[src/rtl/rtz_arb_pkg.sv]
// Shared constants and types for the two-client four-phase arbiter.
package rtz_arb_pkg;
    localparam int N_CLI = 2;
    typedef logic [N_CLI-1:0] cli_vec_t;
endpackage

[src/rtl/rtz_mutex.sv]
// Two-way mutual-exclusion stage.
// Picks one requesting client when idle and holds the choice until that client
// lowers its request. A tie from idle goes to the client that lost the last tie.
// Assumes requests follow the four-phase rule (held high until granted).
module rtz_mutex
    import rtz_arb_pkg::*;
#(
    parameter bit FIRST_WIN = 1'b0
) (
    input  logic     clk,
    input  logic     rst_n,
    input  cli_vec_t req,
    output cli_vec_t sel
);
    cli_vec_t sel_q, sel_d;
    logic     fav_q;   // index of the client favoured on the next tie

    // next selection: hold, release on request drop, or choose when idle
    always_comb begin
        sel_d = sel_q;
        if (sel_q != '0) begin
            if ((sel_q & req) == '0) sel_d = '0;
        end else if (req == '1) begin
            sel_d = fav_q ? cli_vec_t'(2'b10) : cli_vec_t'(2'b01);
        end else begin
            sel_d = req;
        end
    end

    // selection register and tie-break memory
    always_ff @(posedge clk) begin
        if (!rst_n) begin
            sel_q <= '0;
            fav_q <= FIRST_WIN;
        end else begin
            sel_q <= sel_d;
            if (sel_q == '0 && req == '1) fav_q <= ~fav_q;
        end
    end

    assign sel = sel_q;
endmodule

[src/rtl/rtz_gate.sv]
// Per-client handshake gate.
// Forwards the selected request once the peer client's grant state is clear,
// and keeps a C-element style grant state that sets on forward AND resource
// grant and clears only when both are low.
module rtz_gate (
    input  logic clk,
    input  logic rst_n,
    input  logic sel,
    input  logic peer_hold,
    input  logic res_gnt,
    output logic fwd,
    output logic hold
);
    logic fwd_q, hold_q;

    // forwarding latch and grant C-element
    always_ff @(posedge clk) begin
        if (!rst_n) begin
            fwd_q  <= 1'b0;
            hold_q <= 1'b0;
        end else begin
            fwd_q  <= sel & (fwd_q | ~peer_hold);
            hold_q <= (fwd_q & res_gnt) | (hold_q & (fwd_q | res_gnt));
        end
    end

    assign fwd  = fwd_q;
    assign hold = hold_q;
endmodule

[src/rtl/rtz_pair_arbiter.sv]
// Two-client four-phase arbiter for one shared resource.
// The mutex stage selects a client, one gate per client relays the request and
// steers the grant back. The resource request is the OR of the forwards.
// Assumes all three channels obey the return-to-zero handshake.
module rtz_pair_arbiter
    import rtz_arb_pkg::*;
#(
    parameter bit FIRST_WIN = 1'b0
) (
    input  logic             clk,
    input  logic             rst_n,
    input  logic [N_CLI-1:0] cl_req,
    output logic [N_CLI-1:0] cl_gnt,
    output logic             res_req,
    input  logic             res_gnt
);
    cli_vec_t sel, fwd, hold;

    rtz_mutex #(.FIRST_WIN(FIRST_WIN)) u_mutex (
        .clk   (clk),
        .rst_n (rst_n),
        .req   (cl_req),
        .sel   (sel)
    );

    for (genvar i = 0; i < N_CLI; i++) begin : g_gate
        rtz_gate u_gate (
            .clk       (clk),
            .rst_n     (rst_n),
            .sel       (sel[i]),
            .peer_hold (hold[N_CLI-1-i]),
            .res_gnt   (res_gnt),
            .fwd       (fwd[i]),
            .hold      (hold[i])
        );
    end

    // merge the forwarded requests, qualify grants with the live resource grant
    always_comb begin
        res_req = |fwd;
        cl_gnt  = hold & {N_CLI{res_gnt}};
    end
endmodule

[config.mk]
export PLATFORM = sky130hd
export DESIGN_NAME = rtz_pair_arbiter
export DESIGN_NICKNAME = d
export VERILOG_FILES = /design/src/rtl/rtz_arb_pkg.sv /design/src/rtl/rtz_mutex.sv /design/src/rtl/rtz_gate.sv /design/src/rtl/rtz_pair_arbiter.sv
export SDC_FILE = /design/constraint.sdc
export NUM_CORES = 1
export LEC_CHECK = 0
export BUFFER_PORTS_ARGS = -buffer_cell sky130_fd_sc_hd__buf_2
export CAP_MARGIN = 20
export CORE_AREA = 2 2 39 41
export DETAILED_ROUTE_END_ITERATION = 8
export DIE_AREA = 0 0 41 43
export SKIP_CTS_REPAIR_TIMING = 1
export SLEW_MARGIN = 20
export SYNTH_ARGS = -nofsm -noshare
export SYNTH_HDL_FRONTEND = slang
export SYNTH_HIERARCHICAL = 1
export SYNTH_SLANG_ARGS = --single-unit
export TNS_END_PERCENT = 20
[constraint.sdc]
create_clock -name clk -period 0.9 [get_ports clk]
set_input_delay 0.09 -clock clk [delete_from_list [all_inputs] [get_ports clk]]
set_output_delay 0.09 -clock clk [all_outputs]
set_load 0.01 [all_outputs]
==> flow_summary.ini <==
[worst_setup_path]
ff2ff_path_depth = 3
cp.required_ns = 0.81
crit_chain = or2_1 -> buf_2
timing.rr.start = u_mutex/sel[0]
cp_max_fo = 2
worst_path_max_delay_cell = dfxtp_2
critical_path.startpoint = g_gate[0].u_gate/fwd
critPathCaptureType = output pin
worst-setup-path-type = reg -> out
arrival_ns = 0.90
timing.rr.end = u_mutex/fav_q
critPathTopFamily = flip-flops
cp_num_buf_inv = 1
r2r_slack_ns = 0.04
start_kind = register
cp_slowest_stage_delay_ns = 0.31

[clocking]
clk_pin_slew_ns = 0.05
cts_max_level = 1
cts_buffers = 3
cts_root_buf = clkbuf_4
cts_tree = yes
cts_sinks = 7
cts_max_path_buffers = 2
clk_latency_ns = 0.25

[pwr]
p_leak_nw = 0.197
p_total_mw = 0.715
p_clk_share_pct = 39.3
intPower_mw = 0.552
irDropWorstVdd_uv = 960
p_comb_share_pct = 13.2
p_sw_share_pct = 22.7
seqPwrFrac_pct = 47.6
p_per_area_mw_per_mm2 = 1700
p_switching_mw = 0.162

[sta]
fmax_ghz = 1.01
slew_headroom_pct = 90.2
whs_ns = 0.109
slew_violations = 0
final.setup_skew_ns = 0.00468
period_share_pct = 110
rsz0062_at_grt = true
worstMarginPinSlew_ns = 0.146
hold_viol_final = 0
setup-violations-final = 3
period_minus_slack_ns = 0.992
fin_ws_ns = -0.0915
final.setup.tns_ns = -0.112

[route]
ant_nets = 0
vias = 263
drc = 0
wl_per_cell_um = 8.33
drt_pass1_iterations = 2
routed_wl_um = 533
drt-initial-drc-count = 3
viasPerCell = 4.11

[outcome]
status = finished with violations
violations = setup timing

[hold_path]
hp-start = rst_n
hold_class = in -> reg
worst_hold_path.endpoint = g_gate[1].u_gate/fwd
whs_path_depth = 3

[global_route]
grt_overflow = 0
use_met2_pct = 10.3
grtUsageMet3_pct = 6.28
grt.met1_usage_pct = 7.14
grt_pass1_wl_um = 821
grt_pass1_vias = 214
grt_antenna_before_repair = 0
grt.busiest_layer = met2
grt_max_degree = 8
track_usage_pct = 7.65

[die]
die_h_um = 43
fp.coreArea_sq_mm = 0.00138
start_util_pct = 21.1
dieArea_sq_mm = 0.00176
num_io_pins = 8
die_x_um = 41
row_count = 14

[final_layout]
regArea_sq_um = 148
antennaDiodeCount = 0
syn_to_final_growth_pct = 43.8
nets = 54
multi_input_area_sq_um = 143
utilization_pct = 30.3
final_cell_mix = dfxtp_2, buf_2, a21oi_1
layoutNonFillerInstCount = 64
layout-drive-gt1-share_pct = 43.8
fillCellCount = 148

[place]
port_buffers = 7
gp_congestion = 0.710
dpl.cell_count = 58

[logic_synthesis]
synthAdderAreaFrac_pct = 0
yosys.area.top_type = dfxtp_1
muxShareOfSynthArea_pct = 0
yosysTopAreaCellShare_pct = 48.1
synthCells = 33
ys_seq_area_share_pct = 48.1
synth-seq-cells = 7
syn_area_sq_um = 292
synth_top_family_by_area = compound AO/OA/AOI/OAI gates
synthXorXnorAreaFrac_pct = 3.00
yosysUniqueCellTypes = 14
synthTopCellsByArea = dfxtp_1, a21oi_1, and2_1
avgSynthCellArea_sq_um = 8.83
syn_nets = 38
synth_compound_area_share_pct = 23.2
yosys.area_share.simple_pct = 21.9
yosys_warnings = 6

[job]
maxCapViolations = 0
-- how the worst max path moves through the flow --
stage / endpoint / cells after the start / slack (ns)
floorplan: u_mutex/fav_q / 3 / 0.01
global placement: u_mutex/fav_q / 3 / 0.05
detailed placement: u_mutex/fav_q / 3 / 0.03
CTS: res_req / 2 / -0.12
global route: res_req / 2 / -0.14
finish: res_req / 2 / -0.09
-- synth_stat cells --
| cell type | count |
|---|---|
| inv_1 | 3 |
| dfxtp_1 | 7 |
| and4bb_1 | 1 |
| xnor2_1 | 1 |
| or2_1 | 1 |
| o21ai_1 | 2 |
| o211a_1 | 1 |
| a21boi_1 | 2 |
| nand2_1 | 4 |
| and2_1 | 3 |
| a21oi_1 | 5 |
| a21o_1 | 1 |
| nor3b_1 | 1 |
| nor2_1 | 1 |
-- stage by stage --
stage                     area, sq um  setup WS [ns]
after floorplan                   294         0.0138
after global placement            364         0.0467
after detailed placement          364         0.0280
after CTS                         390         -0.123
after global routing              419         -0.137
final                             419        -0.0915
-- kinds of logic (layout without fill, tap and decap cells) --
kind of cell | count (synthesis) | in the layout
buffers and inverters | 3 | 18
flip-flops | 7 | 7
AO/OA/AOI/OAI | 11 | 11
XOR/XNOR | 1 | 1
AND/OR/NAND/NOR | 11 | 11
-- state kept, by name, indices dropped and copies added (netlist names) --
register            flops
g_gate.u_gate/fwd       2
g_gate.u_gate/hold      2
u_mutex/fav_q           1
u_mutex/sel             2
-- worst reg2reg max path, cell delays in order (launching register included) --
cell and delay, ns:
dfxtp_2 0.31, and4bb_1 0.27, xnor2_1 0.07, and2_1 0.12
-- power groups by stage --
stage / sequential, mW / clock (mW) / combinational, mW
2_1_floorplan: 0.348 / 0 / 0.0455
3_3_place_gp: 0.346 / 0 / 0.0854
3_5_place_dp: 0.347 / 0 / 0.0865
4_1_cts: 0.340 / 0.298 / 0.0864
5_1_grt: 0.341 / 0.323 / 0.105
6_report: 0.340 / 0.281 / 0.0940
-- cell type report --
type,instances,area share [%]
Sequential cell,7,35.2
Multi-Input combinational cell,23,34.0
Timing Repair Buffer,11,17.0
Clock buffer,4,6.27
Tap cell,16,4.78
Inverter,3,2.69
-- metal layers --
layer	vias up	part of all wire, %
li1	140	-
met1	115	45
met2	6	46
met3	2	6.6
met4	0	1.5
met5	-	0
(Power assumes the default switching activity.)
